--- src/rtl/lampmx_pkg.sv ---
package lampmx_pkg;
    typedef enum logic [1:0] {
        SEL_NONE = 2'd0,
        SEL_ROW  = 2'd1,
        SEL_XROW = 2'd2,
        SEL_COL  = 2'd3
    } reg_sel_e;
endpackage

--- src/rtl/lampmx_dec.sv ---
module lampmx_dec
    import lampmx_pkg::*;
#(
    parameter int ADDR_W   = 4,
    parameter int ROW_OFS  = 8,
    parameter int XROW_OFS = 9,
    parameter int COL_OFS  = 10
) (
    input  logic              cs,
    input  logic              we,
    input  logic [ADDR_W-1:0] addr,
    output reg_sel_e          sel
);
    localparam logic [ADDR_W-1:0] ROW_A  = ADDR_W'(ROW_OFS);
    localparam logic [ADDR_W-1:0] XROW_A = ADDR_W'(XROW_OFS);
    localparam logic [ADDR_W-1:0] COL_A  = ADDR_W'(COL_OFS);

    always_comb begin
        sel = SEL_NONE;
        if (cs && we) begin
            unique case (addr)
                ROW_A:   sel = SEL_ROW;
                XROW_A:  sel = SEL_XROW;
                COL_A:   sel = SEL_COL;
                default: sel = SEL_NONE;
            endcase
        end
    end
endmodule

--- src/rtl/lampmx_regs.sv ---
module lampmx_regs
    import lampmx_pkg::*;
#(
    parameter int DATA_W    = 8,
    parameter int ROWS_MAIN = 8,
    parameter int COLS      = 8
) (
    input  logic                 clk,
    input  logic                 rst_n,
    input  reg_sel_e             sel,
    input  logic [DATA_W-1:0]    wdata,
    output logic [ROWS_MAIN-1:0] row_q,
    output logic                 xrow_q,
    output logic [COLS-1:0]      col_q
);
    always_ff @(posedge clk or negedge rst_n) begin
        if (!rst_n) begin
            row_q  <= '0;
            xrow_q <= 1'b0;
            col_q  <= '0;
        end else begin
            unique case (sel)
                SEL_ROW:  row_q  <= wdata[ROWS_MAIN-1:0];
                SEL_XROW: xrow_q <= wdata[0];
                SEL_COL:  col_q  <= wdata[COLS-1:0];
                default:  ;
            endcase
        end
    end

    assert_row_capture_R2: assert property (@(posedge clk) disable iff (!rst_n)
        (sel == SEL_ROW) |=> (row_q == $past(wdata[ROWS_MAIN-1:0])));
    assert_xrow_capture_R3: assert property (@(posedge clk) disable iff (!rst_n)
        (sel == SEL_XROW) |=> (xrow_q == $past(wdata[0])));
    assert_col_capture_R4: assert property (@(posedge clk) disable iff (!rst_n)
        (sel == SEL_COL) |=> (col_q == $past(wdata[COLS-1:0])));
endmodule

--- src/rtl/lampmx_grid.sv ---
module lampmx_grid #(
    parameter int ROWS = 9,
    parameter int COLS = 8
) (
    input  logic [ROWS-1:0]      rows,
    input  logic [COLS-1:0]      cols,
    output logic [ROWS*COLS-1:0] lit
);
    for (genvar r = 0; r < ROWS; r++) begin : g_row
        for (genvar c = 0; c < COLS; c++) begin : g_col
            assign lit[r*COLS+c] = rows[r] & cols[c];
        end
    end
endmodule

--- src/rtl/lampmx_driver.sv ---
module lampmx_driver
    import lampmx_pkg::*;
#(
    parameter int ADDR_W    = 4,
    parameter int DATA_W    = 8,
    parameter int ROWS_MAIN = 8,
    parameter int COLS      = 8,
    parameter int ROW_OFS   = 8,
    parameter int XROW_OFS  = 9,
    parameter int COL_OFS   = 10
) (
    input  logic                        clk,
    input  logic                        rst_n,
    input  logic                        bus_cs,
    input  logic                        bus_we,
    input  logic [ADDR_W-1:0]           bus_addr,
    input  logic [DATA_W-1:0]           bus_wdata,
    output logic [ROWS_MAIN:0]          row_sink,
    output logic [COLS-1:0]             col_drive,
    output logic [(ROWS_MAIN+1)*COLS-1:0] lamp_on,
    output logic                        wdog_strobe
);
    localparam int ROWS = ROWS_MAIN + 1;

    reg_sel_e             sel;
    logic [ROWS_MAIN-1:0] row_q;
    logic                 xrow_q;
    logic [COLS-1:0]      col_q;

    lampmx_dec #(
        .ADDR_W(ADDR_W), .ROW_OFS(ROW_OFS), .XROW_OFS(XROW_OFS), .COL_OFS(COL_OFS)
    ) u_dec (
        .cs(bus_cs), .we(bus_we), .addr(bus_addr), .sel(sel)
    );

    lampmx_regs #(
        .DATA_W(DATA_W), .ROWS_MAIN(ROWS_MAIN), .COLS(COLS)
    ) u_regs (
        .clk(clk), .rst_n(rst_n), .sel(sel), .wdata(bus_wdata),
        .row_q(row_q), .xrow_q(xrow_q), .col_q(col_q)
    );

    assign row_sink    = {xrow_q, row_q};
    assign col_drive   = col_q;
    assign wdog_strobe = row_q[0];

    lampmx_grid #(.ROWS(ROWS), .COLS(COLS)) u_grid (
        .rows(row_sink), .cols(col_drive), .lit(lamp_on)
    );

    assert_lamp_count_R5: assert property (@(posedge clk) disable iff (!rst_n)
        $countones(lamp_on) == $countones(row_sink) * $countones(col_drive));
    assert_idle_hold_R6: assert property (@(posedge clk) disable iff (!rst_n)
        !(bus_cs && bus_we) |=> ($stable(row_sink) && $stable(col_drive)));
    assert_strobe_fall_R8: assert property (@(posedge clk) disable iff (!rst_n)
        $fell(wdog_strobe) |-> $past(bus_cs && bus_we &&
            (bus_addr == ADDR_W'(ROW_OFS)) && !bus_wdata[0]));
    assert_reset_clear_R9: assert property (@(posedge clk)
        !rst_n |-> (row_sink == '0 && col_drive == '0 && lamp_on == '0 && !wdog_strobe));
endmodule

--- config.mk ---
export PLATFORM = sky130hd
export DESIGN_NAME = lampmx_driver
export DESIGN_NICKNAME = d
export VERILOG_FILES = /design/src/rtl/lampmx_pkg.sv /design/src/rtl/lampmx_dec.sv /design/src/rtl/lampmx_regs.sv /design/src/rtl/lampmx_grid.sv /design/src/rtl/lampmx_driver.sv
export SDC_FILE = /design/constraint.sdc
export NUM_CORES = 1
export LEC_CHECK = 0
export ABC_AREA = 0
export BUFFER_PORTS_ARGS = -buffer_cell sky130_fd_sc_hd__clkbuf_2
export CAP_MARGIN = 5
export CORE_MARGIN = 8
export CORE_UTILIZATION = 34
export CTS_BUF_LIST = sky130_fd_sc_hd__clkbuf_16
export CTS_CLUSTER_DIAMETER = 40
export DETAILED_ROUTE_END_ITERATION = 6
export PLACE_DENSITY = 0.77
export SYNTH_ARGS = -nofsm -noshare
export SYNTH_HDL_FRONTEND = slang
export SYNTH_SLANG_ARGS = --single-unit
--- constraint.sdc ---
create_clock -name clk -period 0.8 [get_ports clk]
set_input_delay 0.04 -clock clk [delete_from_list [all_inputs] [get_ports clk]]
set_output_delay 0.04 -clock clk [all_outputs]
set_load 0.005 [all_outputs]
==> impl_metrics.json <==
{
  "synthMuxAreaShare": 0.188,
  "io_buffers": 105,
  "grt_max_degree": 18,
  "synth_top_area_cell": "and2_1",
  "initial_core_util": 0.354,
  "vias_per_cell": 4.66,
  "ant_nets": 0,
  "synth-seq-area-share": 0.361,
  "synth_top_area_frac": 0.382,
  "grt_first_pass_wirelength_um": 7450,
  "synth_top_family_by_area": "simple AND/OR/NAND/NOR gates",
  "rows": 21,
  "cp_slowest_stage_delay_ns": 0.44,
  "final_area_um2": 2470,
  "diodes": 0,
  "worstSkewPairLatency_ns": 0.24,
  "antenna_found_initial": 0,
  "wirelength_um": 5330,
  "cp_max_fo": 5,
  "cts.sink_count": 17,
  "p_per_area_nw_per_um2": 2010,
  "die_x_um": 74.9,
  "clk_pin_slew_ns": 0.05,
  "synth_cell_types": 10,
  "cp_top_family": "flip-flops",
  "tritoncts": "built",
  "worst_slack_ns": -0.322,
  "overflow": 0,
  "place_ws_ns": -0.454,
  "cp_num_buf_inv": 2,
  "worstPathArrival_ns": 1.08,
  "synth-compound-area-share": 0,
  "vias": 1390,
  "tns_ns": -25.65,
  "ios": 106,
  "synth-simple-area-share": 0.429,
  "cts_buffers": 3,
  "hold_viol_final": 0,
  "maxSlewViolCount": 0,
  "root_buffer": "clkbuf_16",
  "highest_layer": "met4",
  "drtIter0Drc": 40,
  "yosysWarnings": 0,
  "drcViolationCount": 0,
  "clock_path_buffers": 2,
  "drive_gt1_frac": 0.913,
  "synth_cells": 113,
  "finClkSkew_ns": 0,
  "slowest_stage": "dfrtp_2",
  "rsz0062_at_grt": "true",
  "synth-seq-cells": 17,
  "met3_length_um": 587,
  "syn2layout_area_growth_pct": 109,
  "path_cells": "buf_6 -> and2_4 -> clkbuf_2",
  "syn-cell-area_um2": 1180,
  "h-tree-depth": 1,
  "grt_use_total": 0.171,
  "cp-end-kind": "output pin",
  "met1Wirelength_um": 2060,
  "min_path_type": "primary input to register",
  "fin_crit_sh": 1.40,
  "wl_met2_um": 2670,
  "routabilityCongestion": 0.771,
  "worstSetupStartpointType": "register",
  "final-setup-viol-count": 107,
  "hpwl_um": 3630,
  "nets": 269,
  "tightest_slew_ns": 0.414,
  "synth_nets": 129,
  "dieArea_um2": 5610,
  "avgSynthCellArea_um2": 10.4,
  "vdd_drop_max_mv": 1.23,
  "maxSlewHeadroom": 0.724,
  "coreArea_um2": 3340,
  "wl_per_cell_um": 17.9,
  "die_h_um": 74.9,
  "min_period_ns": 1.12,
  "grt_pass1_vias": 1468,
  "synthXorXnorAreaFrac": 0,
  "fmax_ghz": 0.892,
  "worstSetupPathType": "register to output pin",
  "status": "complete, but fails checks",
  "dpl-instance-area_um2": 1900,
  "drtPass1Iterations": 4,
  "drv_cap": 0,
  "synth_fa_ha_area_frac": 0,
  "cp.required_ns": 0.76,
  "violations": "negative setup slack",
  "synth_area_leaders": "and2_1, dfrtp_1, mux2_4",
  "p_leak_nw": 1.39
}
==> power by group <==
group	switching (W)	leakage (nW)	internal, W
Sequential	0.000339	0.199	0.00106
Clock	0.000308	0.0423	0.000663
Combinational	0.000919	1.15	0.00168
==> registers in the layout, summed over array words and instances (netlist names) <==
name	cells
u_regs.col_q	8
u_regs.xrow_q	1
u_regs.row_q	8
==> cell usage after synthesis (all sizes together) <==
cell    number
and2        72
dfrtp       17
mux2        17
buf          3
nor3b        2
nand4b       1
or3          1
==> repair_timing <==
action | in CTS | in global routing
pin swaps | 9 | 1
hold endpoints to repair | 17 | 0
resized for setup | 94 | 43
hold buffers | 1 | 0
endpoints found under the setup margin | 107 | 107
buffers inserted | 8 | 7
==> metal layers <==
metal | up-vias | GRT usage
met5 | - | 0
met3 | 2 | 0.0746
li1 | 645 | -
met1 | 674 | 0.194
met4 | 0 | 0.0261
met2 | 69 | 0.295
==> metrics by stage <==
stage | hold slack (ns) | power, W | instances | util
after global placement | -0.0161 | 0.00295 | 279 | 0.568
final | 0.0507 | 0.00497 | 298 | 0.739
after detailed placement | -0.00717 | 0.00298 | 279 | 0.568
after CTS | 0.0497 | 0.00458 | 292 | 0.687
after global routing | 0.0551 | 0.00521 | 298 | 0.739
after floorplan | -0.256 | 0.00190 | 113 | -
==> cell usage in the layout (no fill, tap or decap), drive strengths merged <==
| cell type | synthesis | final |
|---|---|---|
| inv | 0 | 1 |
| clkbuf | 0 | 93 |
| dfrtp | 17 | 17 |
| or3 | 1 | 1 |
| dlygate4sd3 | 0 | 1 |
| and2 | 72 | 72 |
| mux2 | 17 | 17 |
| nand4b | 1 | 1 |
| nor3b | 2 | 2 |
| buf | 3 | 47 |
==> logic make-up after synthesis <==
logic type             Yosys count
and+or+nand+nor                 76
muxes                           17
buffers and inverters            3
DFF                             17
==> area by class of cell <==
type	instances	area, µm²
Tap cell	46	57.6
Timing Repair Buffer	138	985
Clock inverter	1	3.75
Clock buffer	3	75.1
Multi-Input combinational cell	93	903
Fill cell	227	870
Sequential cell	17	443
==> path summary, 6_finish.rpt <==
kind	cells after the start	startpoint	slack [ns]	end
setup / recovery	3	u_regs.row_q[0]$_DFFE_PN0N_	-0.32	lamp_on[3]
hold / removal	2	bus_wdata[2]	0.05	u_regs.col_q[2]$_DFFE_PN0N_
setup reg to reg	3	u_regs.row_q[1]$_DFFE_PN0N_	-0.23	u_regs.row_q[1]$_DFFE_PN0N_
hold reg to reg	1	u_regs.col_q[2]$_DFFE_PN0N_	0.60	u_regs.col_q[2]$_DFFE_PN0N_
max in group asynchronous	2	rst_n	0.22	u_regs.row_q[7]$_DFFE_PN0N_
min in group asynchronous	2	rst_n	0.26	u_regs.col_q[6]$_DFFE_PN0N_
(Power assumes the default switching activity.)
